[src/rtl/quad_xip_fetch.sv]
module quad_xip_fetch #(
  parameter int HALF = 2,
  parameter int RX_DLY = 1,
  parameter int WAIT_CLKS = 4,
  parameter logic [7:0] MODE = 8'hA0,
  parameter logic [7:0] CMD = 8'hEB
) (
  input  logic        clk,
  input  logic        rst_n,
  input  logic        req,
  input  logic [31:0] addr,
  input  logic        exit_req,
  output logic        ready,
  output logic [31:0] rd_data,
  output logic        rd_valid,
  output logic        sclk,
  output logic        cs_n,
  output logic [3:0]  io_out,
  output logic [3:0]  io_oe,
  input  logic [3:0]  io_in
);
  localparam int CW = $clog2(2 * HALF);
  localparam logic [CW-1:0] LAST = CW'(2 * HALF - 1);
  localparam logic [CW-1:0] HI   = CW'(HALF);
  localparam logic [CW-1:0] SAMP = CW'(HALF + RX_DLY - 1);
  localparam logic [7:0]    WEND = 8'(WAIT_CLKS - 1);

  typedef enum logic [2:0] {S_IDLE, S_CMD, S_ADR, S_WAIT, S_DAT, S_GAP} state_t;
  typedef enum logic [1:0] {K_PRIME, K_FETCH, K_EXIT} kind_t;

  state_t        state;
  kind_t         kind;
  logic [CW-1:0] cnt;
  logic [7:0]    bits;
  logic [31:0]   tx;
  logic [31:0]   rx;
  logic [23:0]   fa;
  logic          primed;

  assign ready  = (state == S_IDLE);
  assign cs_n   = (state == S_IDLE) || (state == S_GAP);
  assign sclk   = !cs_n && (cnt >= HI);
  assign io_oe  = (state == S_CMD) ? 4'b0001 : (state == S_ADR) ? 4'b1111 : 4'b0000;
  assign io_out = (state == S_CMD) ? {3'b000, tx[31]} : (state == S_ADR) ? tx[31:28] : 4'h0;

  always_ff @(posedge clk or negedge rst_n) begin
    if (!rst_n) begin
      state    <= S_IDLE;
      kind     <= K_FETCH;
      cnt      <= '0;
      bits     <= '0;
      tx       <= '0;
      rx       <= '0;
      fa       <= '0;
      primed   <= 1'b0;
      rd_data  <= '0;
      rd_valid <= 1'b0;
    end else begin
      rd_valid <= 1'b0;
      if (state == S_IDLE) begin
        cnt  <= '0;
        bits <= '0;
        if (exit_req && primed) begin
          kind  <= K_EXIT;
          tx    <= 32'h0;
          state <= S_ADR;
        end else if (req) begin
          fa <= addr[23:0];
          if (primed) begin
            kind  <= K_FETCH;
            tx    <= {addr[23:0], MODE};
            state <= S_ADR;
          end else begin
            kind  <= K_PRIME;
            tx    <= {CMD, 24'h0};
            state <= S_CMD;
          end
        end
      end else begin
        cnt <= (cnt == LAST) ? '0 : cnt + CW'(1);
        if (state == S_DAT && cnt == SAMP) rx <= {rx[27:0], io_in};
        if (cnt == LAST) begin
          bits <= bits + 8'd1;
          case (state)
            S_CMD: begin
              if (bits == 8'd7) begin
                state <= S_ADR;
                bits  <= '0;
                tx    <= {24'h0, MODE};
              end else tx <= {tx[30:0], 1'b0};
            end
            S_ADR: begin
              if (bits == 8'd7) begin
                bits <= '0;
                if (kind == K_FETCH) state <= S_WAIT;
                else begin
                  state  <= S_GAP;
                  primed <= (kind == K_PRIME);
                end
              end else tx <= {tx[27:0], 4'h0};
            end
            S_WAIT: begin
              if (bits == WEND) begin
                state <= S_DAT;
                bits  <= '0;
              end
            end
            S_DAT: begin
              if (bits == 8'd7) begin
                state    <= S_GAP;
                bits     <= '0;
                rd_valid <= 1'b1;
                rd_data  <= {rx[7:0], rx[15:8], rx[23:16], rx[31:24]};
              end
            end
            S_GAP: begin
              bits <= '0;
              if (kind == K_PRIME) begin
                kind  <= K_FETCH;
                tx    <= {fa, MODE};
                state <= S_ADR;
              end else state <= S_IDLE;
            end
            default: state <= S_IDLE;
          endcase
        end
      end
    end
  end
endmodule

[config.mk]
export PLATFORM = sky130hd
export DESIGN_NAME = quad_xip_fetch
export DESIGN_NICKNAME = d
export VERILOG_FILES = /design/src/rtl/quad_xip_fetch.sv
export SDC_FILE = /design/constraint.sdc
export NUM_CORES = 1
export LEC_CHECK = 0
export BUFFER_PORTS_ARGS = -buffer_cell sky130_fd_sc_hd__buf_2
export CORE_ASPECT_RATIO = 0.5
export CORE_UTILIZATION = 50
export DETAILED_ROUTE_END_ITERATION = 8
export GPL_ROUTABILITY_DRIVEN = 0
export PLACE_DENSITY = 0.8
export SLEW_MARGIN = 10
export SYNTH_ARGS = -nofsm -noshare
export SYNTH_HDL_FRONTEND = slang
export SYNTH_SLANG_ARGS = --single-unit
[constraint.sdc]
create_clock -name clk -period 1.8 [get_ports clk]
set_input_delay 0.45 -clock clk [delete_from_list [all_inputs] [get_ports clk]]
set_output_delay 0.45 -clock clk [all_outputs]
set_load 0.03 [all_outputs]
; Yosys cells after proc, flatten, opt, wreduce, memory -nomap -nowiden
; Cells that the tools add are included.
[word_totals]
ff_bits = 137
latch_bits = 0
ramBits = 0
romBits = 0
wordCells = 95
mem_count = 0
[classes]
addsub = 2
n_mul = 0
div = 0
order_cmp = 1
n_eq_ne = 17
shifts = 0
muxes = 43
bitwise_logic = 3
reduce_logical = 19
[ops]
columns = op, n
row1 = two-way mux 32 bit, 8
row2 = case mux 32 bit (3 select lines), 1
row3 = two-way mux 8 bit, 4
row4 = two-way mux 3 bit, 9
row5 = case mux 8 bit (3 select lines), 1
row6 = two-way mux 2 bit, 10
row7 = two-way mux 4 bit, 4
row8 = != test 3 x 2 -> 1 bit (second input constant), 5
row9 = case mux 3 bit (5 select lines), 1
row10 = AND reduction 5 bit, 2
row11 = adder 8 x 1 -> 8 bit (second input constant), 1
row12 = == test 8 x 2 -> 1 bit (second input constant), 1
row13 = == test 8 x 3 -> 1 bit (second input constant), 1
row14 = AND reduction 4 bit, 2
row15 = == test 3 x 2 -> 1 bit (second input constant), 2
row16 = == test 3 bit (second input constant), 2
row17 = != test 3 bit (second input constant), 2
row18 = AND reduction 6 bit, 1
row19 = nonzero test 2 bit, 3
row20 = two-way mux 1 bit, 5
row21 = == test 2 bit (second input constant), 2
row22 = nonzero test 4 bit, 1
row23 = == test 3 x 1 -> 1 bit (second input constant), 1
row24 = logical AND 1 bit, 3
row25 = other kinds (11), 13

; Depth between registers and ports, before layout
[depth]
ltp_word = 6
depth_mapped = 9

; Worst setup path after synthesis
; OpenSTA, ideal clock, no wires.
[synth_timing]
path_kind = flip-flop to output port
startpoint = reg state[0]
endpoint = out io_out[1]
arrival_ns = 1.748
t_required_ns = 1.350
slack_ns = -0.398
stages_incl_launch_ff = 6
path_cell_list = dfrtp_1 -> nor2_4 -> nand2_1 -> inv_1 -> clkbuf_1 -> and2_1
[synth_via]
elab_chain_cells = 3
[synth_rtl]
columns = item, line_no
row1 = from (decl), 31  ; state_t state;
row2 = from (signal assigned), 48  ; state <= S_IDLE;
row3 = from (signal assigned), 66  ; state <= S_ADR;
row4 = from (signal assigned), 72  ; state <= S_ADR;
row5 = == test 3 x 2 -> 1 bit, 44  ; assign io_out = (state == S_CMD) ? {3'b000, tx[31]} : (state == S_ADR) ? tx[31:28] : 4'h0;
row6 = two-way mux 4 bit, 44
row7 = two-way mux 4 bit (*), 44
row8 = to (decl), 18  ; output logic [3:0] io_out,
; Every way passes the cells marked *; elsewhere a longest branch is shown, timed or not.

; Final worst setup path
[layout_timing]
startpoint = reg state[2]
endpoint = reg tx[26]
[layout_via]
elab_chain_cells = 4
[layout_rtl]
columns = item, line_no
row1 = "== test 3 bit, or another cell as far along", 84  ; case (state)
row2 = case mux 32 bit (3 select lines), 84
row3 = two-way mux 32 bit, 82  ; if (cnt == LAST) begin
row4 = two-way mux 32 bit, 60  ; if (state == S_IDLE) begin
row5 = to (signal assigned), 71  ; tx <= {addr[23:0], MODE};
row6 = to (signal assigned), 89  ; tx <= {24'h0, MODE};
row7 = to (signal assigned), 90  ; end else tx <= {tx[30:0], 1'b0};
row8 = to (decl), 35  ; logic [31:0] tx;
; Several ways; a longest one is shown, not always the timed one. The select of a mux whose other input is x is not followed.
; A chain may end at the register's enable or synchronous reset.

==> out/metrics.csv <==
stage,metric,value,unit
outcome,status,"finished, violations left",
outcome,violations,negative setup slack,
clocking,cts.path.max_buffers,2,
detailed_routing,viasPerCell,6.51,
finish,final_cell_mix,"130 x dfrtp_1, 63 x buf_2, 57 x mux2_2, 55 x buf_4, 31 x mux2_4",
timing,final-setup-viol-count,97,
synth,synth_compound_area_share,14.2,%
synth,synth-edff-count,0,
detailed_routing,drt_wl_total,22.6,mm
grt,grt_usage,30.9,%
die,dieHeight,80.1,um
place,dpl.cell_count,758,
worst_setup_path,arrival,2.50,ns
timing,rsz0062_at_grt,yes,
detailed_routing,dr_total_vias,5515,
worst_setup_path,crit_type,flop to flop,
worst_setup_path,start_kind,flop,
timing,max_slew_margin,67.3,%
power,power_per_cell_area,1690,mW/mm^2
grt,use_met2,51.2,%
grt,grt_pass1_vias,5132,
timing,fin_ws,-0.406,ns
worst_setup_path,cp_slowest_cell,dfrtp_1,
synth,async_flop_share,100,%
finish,antenna_cells,0,
timing,finalCritPeriodShare,123,%
synth,synthesis.area,0.00609,sq mm
grt,use_met1,38.3,%
die,ios,84,
power,cellLeakagePower,4.50,nW
synth,synth_cells,499,
synth,yosys_register_bits,132,
worst_setup_path,end_kind,flop,
timing,whs,0.264,ns
synth,syn_avg_cell_area,12.2,sq um
finish,instances_no_fill,847,
die,die_area,0.0127,sq mm
grt,antenna_found_initial,0,
timing,max_freq,0.453,GHz
synth,synth_xor_area_share,0.431,%
synth,postSynth.topFlopCell,dfrtp_1,
synth,synth-seq-area-share,54.2,%
grt,grt_remaining_overflow,0,
worst_setup_path,slowest_delay,0.43,ns
place,post_dp_cell_area,0.00710,sq mm
finish,final_area,0.00945,sq mm
detailed_routing,dr.pass1.iters,6,
finish,nFillCells,551,
clocking,cts-root-buf,clkbuf_16,
synth,synth_mux_area_share,18.4,%
detailed_routing,drt_iter0_markers,600,
clocking,cts.clk_slew.worst_paths,0.06,ns
power,finalPower,0.0159,W
worst_setup_path,worstPathRequired,2.10,ns
grt,globalRouteMet3Util,7.12,%
clocking,cts_buffers,17,
die,row_count,28,
power,ir_drop,825,uV
finish,nNetsFinal,713,
grt,grt_first_pass_wirelength,28.7,mm
finish,layout-drive-gt1-share,63.5,%
die,die_w,158,um
timing,worst_pin_slew,0.489,ns
timing,hold_violations,0,
die,core_area,0.0118,sq mm
clocking,cts_max_level,4,
place,io_buffers,75,
clocking,clock_latency,0.42,ns
finish,layout_commonest_cell,dfrtp_1,
clocking,cts_sinks,132,
timing,skew,0.0129,ns
place,post-dp-hpwl,8.63,mm
die,initial_core_util,51.5,%
synth,yosys.area_share.simple,8.44,%
job,cap_violations,0,
min_path,hold_class,input port to flop,
finish,area_delta_synth_final,55.1,%
clocking,cts_tree,done,
synth,synth_top_family_by_area,multiplexers,
detailed_routing,drc_errors,0,
detailed_routing,drtAntennaViolNets,0,
synth,yosys_warnings,0,
worst_setup_path,path_cells,nor2_4 > buf_6 > nand2_4 > inv_4 > buf_6 > mux2i_1 > buf_4 > o211ai_4 > buf_12 > buf_12 > buf_16 > nand2_4 > o21ai_2,
grt,grt_max_degree,61,
detailed_routing,wl_per_cell,26.7,um
synth,synth_fp_nets,543,
grt,top_usage_layer,met2,
timing,min_period,2.21,ns
synth,yosys.area_share.adder,0.821,%
worst_setup_path,path_max_fanout,7,
synth,ys_types,56,
timing,slew_violations,0,
[stage by stage]
| stage | utilization (%) | TNS, ns | setup WS [ns] |
|---|---|---|---|
| 2_1_floorplan | - | -4.32 | -0.137 |
| 3_3_place_gp | 59.9 | -1.00 | -0.0611 |
| 3_5_place_dp | 59.9 | -1.80 | -0.100 |
| 4_1_cts | 74.9 | -9.09 | -0.269 |
| 5_1_grt | 79.8 | -27.38 | -0.461 |
| 6_report | 79.8 | -23.17 | -0.406 |
[where the power goes]
| group | switching [W] | internal (W) | leakage, nW |
|---|---|---|---|
| clock | 0.00150 | 0.00208 | 0.288 |
| sequential | 0.000786 | 0.00363 | 1.76 |
| combinational | 0.00409 | 0.00386 | 2.45 |
| total | 0.00637 | 0.00956 | 4.50 |
[Yosys cell counts, types with 4 or more instances]
| library cell | n | area (sq um) |
|---|---|---|
| clkbuf_1 | 13 | 48.8 |
| a21o_1 | 5 | 37.5 |
| and2_1 | 4 | 25.0 |
| a22o_1 | 17 | 149 |
| a21oi_1 | 22 | 110 |
| nor2_1 | 21 | 78.8 |
| ha_1 | 4 | 50.1 |
| mux2_4 | 29 | 435 |
| buf_2 | 13 | 65.1 |
| nor3_1 | 4 | 20.0 |
| nand2_1 | 50 | 188 |
| inv_1 | 9 | 33.8 |
| o31ai_1 | 7 | 52.6 |
| o21ai_0 | 31 | 155 |
| mux2_2 | 59 | 664 |
| dfrtp_1 | 131 | 3280 |
| a221oi_1 | 23 | 201 |
| nand3_1 | 6 | 30.0 |
[cell families (layout without fill, tap and decap cells)]
group / Yosys count / after routing
xor gates and xnor gates: 3 / 3
muxes: 90 / 90
AOI/OAI and AO/OA: 124 / 124
DFF: 132 / 132
and+or+nand+nor: 103 / 103
adders and majority gates: 4 / 4
buffers and inverters: 43 / 226
[layout make-up]
class	count	area [sq um]	area share, %
tap	165	206	2.18
clock buffer	17	425	4.50
sequential	132	3310	35.0
inverter	10	42.5	0.450
timing repair buffer	184	1840	19.5
multi-input combinational	324	3460	36.7
clock inverter	15	166	1.76
[repair_timing]
item	in CTS	in global routing
setup buffers	28	26
hold endpoints to repair	14	0
cloned	12	3
endpoints found under the setup margin	72	137
pin swaps	42	37
resized for setup	157	85
hold buffers	1	0
[path summary, 6_finish.rpt]
| check | cells past startpoint | endpoint | slack, ns | from |
|---|---|---|---|---|
| worst max-delay path | 13 | tx[26] | -0.41 | state[2] |
| worst min-delay path | 2 | rx[0] | 0.26 | io_in[0] |
| worst max register to register | 13 | tx[26] | -0.41 | state[2] |
| worst min register to register | 1 | cnt[0] | 0.48 | cnt[0] |
| max in group asynchronous | 3 | kind[0] | 0.66 | rst_n |
| min in group asynchronous | 2 | rx[6] | 0.46 | rst_n |
[flip-flops by register name (all words and copies together), names as in the netlist]
name      count
primed        1
rd_valid      1
cnt           2
bits          8
tx           27
fa           24
state         3
rx           32
rd_data      32
kind          2
[layer usage]
layer | routed length [um] | vias up
met5 | 0 | -
met2 | 10500 | 413
met3 | 2040 | 169
li1 | - | 2189
met1 | 8670 | 2744
met4 | 1380 | 0
[worst max-delay path, delay by kind of cell (launching register included)]
kind / cells / cell delay (ns)
multiplexers: 1 / 0.26
AO/OA/AOI/OAI: 2 / 0.16
AND/OR/NAND/NOR: 3 / 0.30
flip-flops: 1 / 0.43
buffers and inverters: 7 / 0.93
Power figures use the tool's default switching activity.
